## src/rtl/rbg_pkg.sv

```systemverilog
package rbg_pkg;

    localparam int unsigned LVL_W = 2;

    typedef logic [LVL_W-1:0] lvl_t;

    localparam lvl_t LVL_OPEN   = 2'b00;
    localparam lvl_t LVL_ONCE_A = 2'b01;
    localparam lvl_t LVL_ONCE_B = 2'b10;
    localparam lvl_t LVL_NONE   = 2'b11;

    typedef enum logic [1:0] {
        ST_OPEN   = 2'd0,
        ST_ARMED  = 2'd1,
        ST_SPENT  = 2'd2,
        ST_LOCKED = 2'd3
    } gate_st_e;

endpackage

```

## src/rtl/rbg_decode.sv

```systemverilog
module rbg_decode
    import rbg_pkg::*;
(
    input  lvl_t     level,
    output gate_st_e entry_st
);

    // State entered when a security frame carrying `level` is loaded.
    always_comb begin
        unique case (level)
            LVL_OPEN:   entry_st = ST_OPEN;
            LVL_ONCE_A: entry_st = ST_ARMED;
            LVL_ONCE_B: entry_st = ST_ARMED;
            LVL_NONE:   entry_st = ST_LOCKED;
            default:    entry_st = ST_LOCKED;
        endcase
    end

endmodule

```

## src/rtl/rbg_fsm.sv

```systemverilog
module rbg_fsm
    import rbg_pkg::*;
(
    input  logic     clk,
    input  logic     rst_n,
    input  logic     load,
    input  gate_st_e entry_st,
    input  logic     req,
    output gate_st_e state
);

    gate_st_e state_q;
    gate_st_e state_d;

    // State register
    always_ff @(posedge clk or negedge rst_n) begin
        if (!rst_n) begin
            state_q <= ST_OPEN;
        end else begin
            state_q <= state_d;
        end
    end

    // Transitions: a frame load overrides consumption in the same cycle
    always_comb begin
        state_d = state_q;
        if (load) begin
            state_d = entry_st;
        end else begin
            unique case (state_q)
                ST_OPEN:   state_d = ST_OPEN;
                ST_ARMED:  state_d = req ? ST_SPENT : ST_ARMED;
                ST_SPENT:  state_d = ST_SPENT;
                ST_LOCKED: state_d = ST_LOCKED;
                default:   state_d = ST_LOCKED;
            endcase
        end
    end

    assign state = state_q;

endmodule

```

## src/rtl/rbg_resp.sv

```systemverilog
module rbg_resp
    import rbg_pkg::*;
(
    input  logic     clk,
    input  logic     rst_n,
    input  logic     req,
    input  gate_st_e state,
    output logic     grant,
    output logic     deny
);

    logic allow;
    logic grant_q;
    logic deny_q;

    // Permission given by the state in force when the request is sampled
    always_comb begin
        unique case (state)
            ST_OPEN:   allow = 1'b1;
            ST_ARMED:  allow = 1'b1;
            ST_SPENT:  allow = 1'b0;
            ST_LOCKED: allow = 1'b0;
            default:   allow = 1'b0;
        endcase
    end

    // Output process: one verdict pulse per request
    always_ff @(posedge clk or negedge rst_n) begin
        if (!rst_n) begin
            grant_q <= 1'b0;
            deny_q  <= 1'b0;
        end else begin
            grant_q <= req &  allow;
            deny_q  <= req & ~allow;
        end
    end

    assign grant = grant_q;
    assign deny  = deny_q;

endmodule

```

## src/rtl/rb_guard.sv

```systemverilog
module rb_guard
    import rbg_pkg::*;
(
    input  logic             clk,
    input  logic             rst_n,
    input  logic             sec_wr,
    input  logic [LVL_W-1:0] sec_lvl,
    input  logic             rd_req,
    output logic             rd_grant,
    output logic             rd_deny
);

    gate_st_e entry_st;
    gate_st_e cur_st;

    rbg_decode u_decode (
        .level    (sec_lvl),
        .entry_st (entry_st)
    );

    rbg_fsm u_fsm (
        .clk      (clk),
        .rst_n    (rst_n),
        .load     (sec_wr),
        .entry_st (entry_st),
        .req      (rd_req),
        .state    (cur_st)
    );

    rbg_resp u_resp (
        .clk   (clk),
        .rst_n (rst_n),
        .req   (rd_req),
        .state (cur_st),
        .grant (rd_grant),
        .deny  (rd_deny)
    );

endmodule

```

## config.mk

```make
export PLATFORM = sky130hd
export DESIGN_NAME = rb_guard
export DESIGN_NICKNAME = d
export VERILOG_FILES = /design/src/rtl/rbg_pkg.sv /design/src/rtl/rbg_decode.sv /design/src/rtl/rbg_fsm.sv /design/src/rtl/rbg_resp.sv /design/src/rtl/rb_guard.sv
export SDC_FILE = /design/constraint.sdc
export NUM_CORES = 1
export LEC_CHECK = 0
export ABC_CLOCK_PERIOD_IN_PS = 1000
export BUFFER_PORTS_ARGS = -buffer_cell sky130_fd_sc_hd__buf_2
export CAP_MARGIN = 30
export CORE_AREA = 2 2 39 41
export CTS_CLUSTER_SIZE = 10
export DETAILED_ROUTE_END_ITERATION = 6
export DIE_AREA = 0 0 41 43
export PLACE_DENSITY = 0.36
export SLEW_MARGIN = 20
export SYNTH_ARGS = -nofsm -noshare
export SYNTH_HDL_FRONTEND = slang
export SYNTH_SLANG_ARGS = --single-unit
```

## constraint.sdc

```tcl
create_clock -name clk -period 1 [get_ports clk]
set_input_delay 0.2 -clock clk [delete_from_list [all_inputs] [get_ports clk]]
set_output_delay 0.2 -clock clk [all_outputs]
set_load 0.02 [all_outputs]
```

==> results by group <==
GRT
  – Grt total ovfl: 0
  – Vias in the first global route: 150
  – First-pass GRT wire length: roughly 590 um
  – GRT Total Usage: under 10%
  – Largest net degree at the start of global routing: 5
  – Initial antenna violation count: 0

Hold path
  – HP Start: sec_wr
  – Worst Hold Class: in -> reg
  – Worst hold stages: 2

Timing
  – Final Hold Fails: 0
  – Slew Viols, Final: 0
  – Post-layout min period: about 940 ps
  – Slew headroom: 86.7%
  – TNS Setup: 0 ps
  – Clock Skews: approximately 0.55 ps
  – Final Setup Violations: 0
  – RSZ-0062 raised after global routing: no
  – Highest clock rate: approximately 1100 MHz
  – Final period utilization: approximately 94%
  – Worst-Margin Slew: just under 200 ps

Detailed routing
  – Avg WL per Cell: around 7.5 um
  – Post-route DRC: 0
  – Via count: 126
  – DRT Pass-1 Iters: 2
  – Drt total wl: between 200 and 300 um
  – Routed Antenna Nets: 0
  – DR vias/cell: ~3.2
  – Starting DRT DRC Count: 2

Synth
  – Synthesized instance count: 12
  – Synth unique cells: 9
  – Syn Area/Cell: about 13 sq um
  – Post-synthesis sequential area ratio: around two thirds
  – Syn_nets: 18
  – Yosys Warn Count: 0
  – Mapped cell area: roughly 150 sq um
  – Post-synthesis register bit count: 4

Clock tree
  – CTS max path bufs: 2
  – H-tree depth: 1
  – Clock transition at path regs: approximately 40 ps
  – Clock tree from TritonCTS: yes
  – Setup Fix Bufs, Post-CTS: 0
  – Clk Latency, worst-skew pair: 230 ps
  – Num CTS Buffers: 3
  – CTS root buf: clkbuf_4
  – CTS sink count: 4

Worst setup path
  – R2R depth: 2
  – CP startpoint kind: flop
  – WP data required: about 800 ps
  – Buf+Inv Stages, Crit Path: 1
  – Critical Path AT: around 740 ps
  – Crit-path leading delay family: flip-flops
  – Slowest cell on crit path: dfrtp_1
  – Levels on crit path: 1
  – Worst r2r src: u_fsm.state[0]
  – Max incr delay on CP: around 350 ps
  – Worst path cell trace: buf_2
  – Crit path launch: u_resp.deny
  – Setup CP Type: reg -> out
  – CP max FO: 1
  – Crit path capture type: primary output

Die
  – Die width: 41 um
  – DIE HEIGHT: about 43 um
  – Total Die Area: between 1500 and 2000 sq um
  – Top Ports: 8
  – Standard-cell rows: 14
  – Initial core utilization: roughly 11%
  – Core Region: 1380 sq um

Placement
  – DP Wirelength: approximately 230 um
  – # port buffers: 7
  – Routability Congestion: roughly 0.7

Cells and area
  – Filler cell count: 150
  – Reg area: roughly 100 sq um
  – Area occupied by multi-input gates: 52.6 sq um
  – Diodes inserted: 0
  – Layout Nets: 31
  – Synth-to-Final Area Change: 57.4%
  – Share of cells above drive strength 1: between 50% and 60%
  – Fin util: 17.4%

Power
  – Net Sw Power: just under 100 uW
  – Internal cell power: 335 uW
  – Clock network power share: roughly 46%
  – Share of power burned in registers: 42.0%
  – Switching share of power: between 20% and 30%
  – Total power divided by cell area: about 1800 nW/um^2
  – Leak pwr: ~0.11 nW
  – IR drop worst, VDD: 812 uV
  – Gate power share: 11.6%

Status
  – Status: finished, final reports clean

Run
  – Maxcap violations: 0
## kinds of logic after synthesis
logic type       count (synthesis)  synth area share [%]
AND/OR/NAND/NOR                  4                  17.2
flip-flops                       4                  65.6
AO/OA/AOI/OAI                    4                  17.2
## metal layers
metal / vias to the layer above / part of all wire, % / GRT usage (%)
li1: 64 / - / -
met2: 12 / 27 / 5.94
met1: 50 / 49 / 6.15
met4: 0 / 0 / 2.00
met3: 0 / 23 / 9.42
met5: - / 0 / 0
## cell usage after synthesis
cell type  number  area [sq um]
a211oi_1        1          7.51
a21oi_1         1          5.00
and2_1          1          6.26
nand2_1         1          3.75
or2b_1          1          7.51
dfrtp_1         4           100
nor2b_2         1          8.76
o21ai_2         1          8.76
o21ai_0         1          5.00
## layout by cell type (no fill, tap or decap)
cell type      count
a211oi_1           1
a21oi_1            1
nor2b_2            1
o21ai_2            1
buf_2              7
dlygate4sd3_1      1
clkbuf_4           3
o21ai_0            1
and2_1             1
or2b_1             1
dfrtp_1            4
nand2_1            1
## registers in the layout (all words and copies together) (netlist names)
signal,flops
u_resp.deny,1
u_resp.grant,1
u_fsm.state,2
## area by class of cell
class                      count  area share (%)
clock buffer                   3            9.38
sequential                     4            41.7
multi-input combinational      8            21.9
timing repair buffer           8            18.8
tap                           16            8.33
## power groups by stage
| stage | combinational [mW] | sequential [mW] | clock, mW |
|---|---|---|---|
| after floorplan | 0.0173 | 0.192 | 0 |
| after global placement | 0.0470 | 0.184 | 0 |
| after detailed placement | 0.0482 | 0.185 | 0 |
| after CTS | 0.0516 | 0.183 | 0.217 |
| after global routing | 0.0589 | 0.185 | 0.233 |
| final | 0.0503 | 0.183 | 0.202 |
## worst paths after layout
kind | slack [ps] | end
hold reg to reg | 470 | u_resp.grant
setup / recovery | 60 | rd_deny
min in group asynchronous | 300 | u_resp.deny
max in group asynchronous | 580 | u_fsm.state[0]
setup reg to reg | 250 | u_fsm.state[1]
hold / removal | 170 | u_fsm.state[1]
## timing repair
| action | CTS | global route |
|---|---|---|
| gates resized for setup | 0 | 0 |
| hold buffers | 1 | 0 |
| hold endpoints to repair | 4 | 0 |
## stage by stage
stage | hold slack [ps] | std cells | total power [mW] | setup WS (ps) | cell area [sq um]
after global placement | 5.51 | 35 | 0.231 | 275 | 208
after detailed placement | 12.6 | 35 | 0.233 | 257 | 208
final | 171 | 39 | 0.435 | 65.0 | 240
after CTS | 160 | 39 | 0.451 | 49.0 | 240
after global routing | 188 | 39 | 0.476 | 20.4 | 240
after floorplan | -95.6 | 12 | 0.210 | 291 | 153
No activity file was read; power rests on OpenSTA's default activity.
